--- config.mk ---
export PLATFORM = sky130hd
export DESIGN_NAME = lvg_lane
export DESIGN_NICKNAME = d
export VERILOG_FILES = /design/src/rtl/lvg_pkg.sv /design/src/rtl/lvg_stepper.sv /design/src/rtl/lvg_stipple.sv /design/src/rtl/lvg_lane.sv
export SDC_FILE = /design/constraint.sdc
export NUM_CORES = 1
export LEC_CHECK = 0
export ABC_AREA = 1
export ABC_CLOCK_PERIOD_IN_PS = 8000
export BUFFER_PORTS_ARGS = -buffer_cell sky130_fd_sc_hd__buf_2
export CAP_MARGIN = 20
export CORE_UTILIZATION = 33
export CTS_CLUSTER_DIAMETER = 40
export DETAILED_ROUTE_END_ITERATION = 8
export GPL_ROUTABILITY_DRIVEN = 0
export PLACE_DENSITY = 0.54
export SLEW_MARGIN = 15
export SYNTH_ARGS = -nofsm -noshare
export SYNTH_HDL_FRONTEND = slang
export SYNTH_SLANG_ARGS = --single-unit
--- constraint.sdc ---
create_clock -name clk -period 8 [get_ports clk]
set_clock_uncertainty 0.2 [all_clocks]
set_input_delay 1.6 -clock clk [delete_from_list [all_inputs] [get_ports clk]]
set_output_delay 1.6 -clock clk [all_outputs]
set_load 0.05 [all_outputs]
--- src/rtl/lvg_pkg.sv ---
package lvg_pkg;
  typedef enum logic {
    STIP_COLOR = 1'b0,
    STIP_MASK  = 1'b1
  } stip_mode_e;

  // Highest prescale count value for a given select code.
  function automatic logic [1:0] presc_limit(input logic [1:0] sel);
    case (sel)
      2'd0:    presc_limit = 2'd0;
      2'd1:    presc_limit = 2'd1;
      default: presc_limit = 2'd3;
    endcase
  endfunction
endpackage

--- src/rtl/lvg_stepper.sv ---
module lvg_stepper #(
  parameter int XW = 12,
  parameter int YW = 12,
  parameter int EW = 16,
  parameter int CW = 12
) (
  input  logic          clk,
  input  logic          rst,
  input  logic          load,
  input  logic          adv,
  input  logic [XW-1:0] x0,
  input  logic [YW-1:0] y0,
  input  logic          x_neg,
  input  logic          y_neg,
  input  logic          y_major,
  input  logic [EW-1:0] err0,
  input  logic [EW-1:0] inc_a,
  input  logic [EW-1:0] inc_b,
  input  logic [CW-1:0] count,
  output logic [XW-1:0] cx,
  output logic [YW-1:0] cy,
  output logic [CW-1:0] remain,
  output logic          busy
);
  logic          xn_q, yn_q, ym_q;
  logic [EW-1:0] err_q, ia_q, ib_q;
  logic          minor, step_x, step_y;

  // Decision term at or above zero takes the minor step too.
  assign minor  = ~err_q[EW-1];
  assign step_x = ~ym_q | minor;
  assign step_y =  ym_q | minor;

  always_ff @(posedge clk) begin
    if (rst) begin
      busy   <= 1'b0;
      remain <= '0;
      cx     <= '0;
      cy     <= '0;
      err_q  <= '0;
      ia_q   <= '0;
      ib_q   <= '0;
      xn_q   <= 1'b0;
      yn_q   <= 1'b0;
      ym_q   <= 1'b0;
    end else if (load) begin
      busy   <= 1'b1;
      remain <= count;
      cx     <= x0;
      cy     <= y0;
      err_q  <= err0;
      ia_q   <= inc_a;
      ib_q   <= inc_b;
      xn_q   <= x_neg;
      yn_q   <= y_neg;
      ym_q   <= y_major;
    end else if (busy && adv) begin
      remain <= remain - 1'b1;
      if (remain == CW'(1)) busy <= 1'b0;
      if (step_x) cx <= xn_q ? cx - 1'b1 : cx + 1'b1;
      if (step_y) cy <= yn_q ? cy - 1'b1 : cy + 1'b1;
      err_q <= minor ? err_q + ib_q : err_q + ia_q;
    end
  end

  p_busy_stays_r3: assert property (@(posedge clk) disable iff (rst)
    busy && !adv |=> busy);

  p_major_moves_r2: assert property (@(posedge clk) disable iff (rst)
    busy && adv && remain > CW'(1) |=>
      (ym_q ? (cy != $past(cy)) : (cx != $past(cx))));
endmodule

--- src/rtl/lvg_stipple.sv ---
module lvg_stipple
  import lvg_pkg::*;
#(
  parameter int PW = 16,
  parameter int CW = 12
) (
  input  logic          clk,
  input  logic          rst,
  input  logic          load,
  input  logic          adv,
  input  logic [PW-1:0] pattern,
  input  logic [1:0]    presc_sel,
  input  logic          mode_in,
  input  logic          stip_en,
  input  logic          force_ends,
  input  logic [CW-1:0] remain,
  input  logic          owned,
  output logic          need_wr,
  output logic          fg
);
  logic [PW-1:0] pat_q;
  logic [1:0]    lim_q, pre_cnt, head_cnt;
  logic          en_q, fe_q;
  stip_mode_e    mode_q;
  logic          forced, bit_eff;

  always_ff @(posedge clk) begin
    if (rst) begin
      pat_q    <= '0;
      lim_q    <= '0;
      pre_cnt  <= '0;
      head_cnt <= '0;
      en_q     <= 1'b0;
      fe_q     <= 1'b0;
      mode_q   <= STIP_COLOR;
    end else if (load) begin
      pat_q    <= pattern;
      lim_q    <= presc_limit(presc_sel);
      pre_cnt  <= '0;
      head_cnt <= '0;
      en_q     <= stip_en;
      fe_q     <= force_ends;
      mode_q   <= stip_mode_e'(mode_in);
    end else if (adv) begin
      // Every pixel of the line moves the pattern, owned or not.
      if (pre_cnt == lim_q) begin
        pre_cnt <= '0;
        pat_q   <= {pat_q[0], pat_q[PW-1:1]};
      end else begin
        pre_cnt <= pre_cnt + 1'b1;
      end
      if (head_cnt != 2'd3) head_cnt <= head_cnt + 1'b1;
    end
  end

  assign forced  = fe_q && (head_cnt != 2'd3 || remain <= CW'(3));
  assign bit_eff = ~en_q | pat_q[0] | forced;

  always_comb begin
    if (mode_q == STIP_MASK) begin
      need_wr = owned & bit_eff;
      fg      = 1'b1;
    end else begin
      need_wr = owned;
      fg      = bit_eff;
    end
  end
endmodule

--- src/rtl/lvg_lane.sv ---
module lvg_lane #(
  parameter int LANE_ID = 1,
  parameter int XW      = 12,
  parameter int YW      = 12,
  parameter int EW      = 16,
  parameter int CW      = 12,
  parameter int PW      = 16
) (
  input  logic          clk,
  input  logic          rst,
  input  logic          start,
  input  logic [XW-1:0] x0,
  input  logic [YW-1:0] y0,
  input  logic          x_neg,
  input  logic          y_neg,
  input  logic          y_major,
  input  logic [EW-1:0] err0,
  input  logic [EW-1:0] inc_a,
  input  logic [EW-1:0] inc_b,
  input  logic [CW-1:0] count,
  input  logic [PW-1:0] pattern,
  input  logic [1:0]    presc_sel,
  input  logic          stip_mode,
  input  logic          stip_en,
  input  logic          force_ends,
  input  logic          wr_ready,
  output logic          busy,
  output logic          wr_valid,
  output logic [XW-1:0] wr_x,
  output logic [YW-1:0] wr_y,
  output logic          wr_fg
);
  localparam logic [1:0] LANE = 2'(LANE_ID);

  logic          load, adv, owned, need_wr;
  logic [CW-1:0] remain;

  assign load     = start && !busy && (count != '0);
  assign owned    = (wr_y[1:0] == LANE);
  assign wr_valid = busy && need_wr;
  assign adv      = busy && (!need_wr || wr_ready);

  lvg_stepper #(.XW(XW), .YW(YW), .EW(EW), .CW(CW)) u_step (
    .clk(clk), .rst(rst), .load(load), .adv(adv),
    .x0(x0), .y0(y0), .x_neg(x_neg), .y_neg(y_neg), .y_major(y_major),
    .err0(err0), .inc_a(inc_a), .inc_b(inc_b), .count(count),
    .cx(wr_x), .cy(wr_y), .remain(remain), .busy(busy)
  );

  lvg_stipple #(.PW(PW), .CW(CW)) u_stip (
    .clk(clk), .rst(rst), .load(load), .adv(adv),
    .pattern(pattern), .presc_sel(presc_sel), .mode_in(stip_mode),
    .stip_en(stip_en), .force_ends(force_ends), .remain(remain),
    .owned(owned), .need_wr(need_wr), .fg(wr_fg)
  );

  p_idle_quiet_r1: assert property (@(posedge clk) disable iff (rst)
    !busy |-> !wr_valid);

  p_own_rows_r4: assert property (@(posedge clk) disable iff (rst)
    wr_valid |-> wr_y[1:0] == LANE);

  p_stall_hold_r6: assert property (@(posedge clk) disable iff (rst)
    wr_valid && !wr_ready |=>
      wr_valid && $stable(wr_x) && $stable(wr_y) && $stable(wr_fg));
endmodule

==> metrics.txt <==
antenna violations before repair 0; Die Y-Extent 151 um; vias after detailed routing 7397; DP HPWL 14800 um; FP Rows 53; worst-path fanout max 54; Post-Synth Adder-Cell Area 0.0736; post-route ant nets 0; Clock Sinks 113; pre-CTS WS 3.15 ns; max-cap violation count 0; CP arrival 4.51 ns; Leakage 4.24 nW; cell count after placement 1493; Layout Utilization 0.406; cts hold-fix bufs 0; number of global-route vias before repair 6932; Final #Nets 1390; CTS resizes 0; insertion delay to the later sink of the worst-skew pair 0.42 ns; Setup CP Type in -> reg; Port Buffer Count 138; setup ws final 3.64 ns; most common cell after layout, fill and taps aside nand2_1; CTS tree done; Achievable Freq 0.229 GHz; final setup TNS 0 ns; R2R Setup Slk 4.30 ns; grt ovf 0; Critical R2R Capture u_step.err_q[13]; final-report setup violation count 0; Clock Path Buffers 2; DRC violations left 0; Reg2Reg Depth 15; final hold violation count 0; worst-path cell chain buf_2, nor4_1, nand3_1, nand2_4, nand2_1, inv_1, o21ai_0, a21oi_1; Synth Area in Compound Gates 0.157; Total Power 1.98 mW; Max H-tree Level 4; post-synthesis mux area share 0; cell count after synthesis 1130; FF-to-FF Start u_step.err_q[15]; yosys warns 0; syn_nets 1283; number of vias per cell 4.85; Clock Root Buffer clkbuf_16; Netlist cell types 35; Worst Setup End Kind flop; largest net degree at the start of global routing 71; die area 22700 um2; unrepaired setup endpoints after global routing no; commonest non-fill, non-tap cells in the layout nand2_1, nor2_1, buf_2; DR WL/cell 13.7 um; clk slew on worst S/H paths 0.06 ns; fin crit share 0.545; worst vdd ir 124 uV; Top-Level Pins 139; Die X 151 um; average size of a mapped cell 6.44 um2; core area 21400 um2; Startpoint Class primary input; layout cell share with drive strength beyond 1 0.161; sequential fraction of the synthesis area 0.311; WHS Path Cells 2; Layout area overhead 19.0%; Crit path required time 8.15 ns; drt pass-1 iters 6; FILL cells 2295; status complete, no violations; XOR/XNOR share of the synthesized area 0.0277; DRT iter0 DRCs 373; GRT Total Usage 0.191; main combinational cell family by area after synthesis simple AND/OR/NAND/NOR gates; first-pass GRT wire length 34100 um; Yosys reg bits 113; Max-slew headroom 0.336; Finished Layout Cells 1526; Max Transition Viols Final 0; Cell Area, Synth 7280 um2; DRT Wirelength 20900 um; Final Critical Period 4.36 ns; Slew @ Worst Pin 0.995 ns; CTS buffer count 17; Hold EP u_step.ib_q[11]; simple-gate area share of the yosys netlist 0.342; Post-CTS Repair Setup Buffers 0; Crit path largest cell delay 0.63 ns; Starting Density 0.341; HP Class reg -> reg; min-delay src u_step.ib_q[11]; Slowest-stage cell, CP nand2_1; Pwr Density 229 nW/um2
[worst max-delay path: cells and delay by family]
family | cells | cell delay, ns
compound gates | 2 | 0.32
buf+inv | 2 | 0.73
simple gates | 4 | 1.83
[Yosys cell counts (all sizes together)]
master / n / area [um2]
fa: 3 / 60.1
nand3b: 11 / 82.6
nor2: 143 / 539
nor4: 3 / 18.8
inv: 94 / 353
a211oi: 1 / 7.51
nor3: 5 / 25.0
o31ai: 1 / 7.51
a22o: 11 / 96.3
nand4: 8 / 50.1
nand2: 327 / 1240
o21bai: 7 / 52.6
and2: 1 / 6.26
xnor2: 7 / 61.3
a21o: 2 / 15.0
a21oi: 79 / 418
clkbuf: 22 / 82.6
xor2: 16 / 140
or2: 10 / 62.6
nand3: 89 / 460
ha: 38 / 475
o21ai: 104 / 521
buf: 31 / 211
a31oi: 3 / 18.8
o211ai: 1 / 7.51
dfxtp: 113 / 2260
[report_power, final]
part	total (mW)	internal (mW)	switching (mW)	leakage, nW
clock network	0.780	0.481	0.299	0.291
logic	0.536	0.185	0.351	3.01
registers	0.669	0.619	0.0500	0.931
[final cells by class]
cell class              instances  area (um2)  area share
well taps                     275         344      0.0397
inverters                      94         353      0.0407
clock buffers                  19         453      0.0523
repair buffers                141         713      0.0823
multi-input cells             870        4380       0.506
diodes                          1        2.50    0.000289
flip-flops and latches        113        2260       0.261
clock inverters                13         150      0.0173
[worst max-delay path by stage]
stage	startpoint	end	slack (ns)	cells after the start
after floorplan	u_step.cy[0]	wr_valid	4.46	4
final	count[6]	u_step.err_q[11]	3.64	8
after global routing	count[6]	u_stip.head_cnt[1]	3.41	8
after detailed placement	count[6]	u_step.err_q[11]	3.15	8
after CTS	count[6]	u_step.err_q[11]	3.57	8
after global placement	count[6]	u_step.err_q[11]	3.26	8
[cells by family after synthesis]
| kind of cell | after synthesis |
|---|---|
| and+or+nand+nor | 597 |
| AOI/OAI and AO/OA | 209 |
| buffers and inverters | 147 |
| DFF | 113 |
| adders and majority gates | 41 |
| xor gates and xnor gates | 23 |
[metrics by stage]
step                hold slack [ns]  area, um2
CTS                           0.276       8660
floorplan                     0.237       7280
finish                        0.272       8660
global route                  0.283       8660
detailed placement            0.255       8060
global placement              0.256       8050
[sequential cells by signal, summed over array words and instances (netlist names)]
name and count:
u_step.remain 12, u_step.xn_q 1, u_step.ym_q 1, u_stip.mode_q 1
u_stip.head_cnt 2, u_step.busy 1, u_stip.fe_q 1, u_stip.pat_q 16
u_step.cx 12, u_stip.pre_cnt 2, u_stip.en_q 1, u_step.err_q 16
u_step.cy 12, u_step.yn_q 1, u_step.ib_q 16, u_step.ia_q 16
u_stip.lim_q 2
[metal layers]
layer	wire, um	vias to the layer above	track usage
li1	-	3896	-
met1	10700	3323	0.269
met2	9010	165	0.300
met3	979	13	0.0394
met4	185	0	0.0394
met5	0	-	0
No activity file was read; power rests on OpenSTA's default activity.
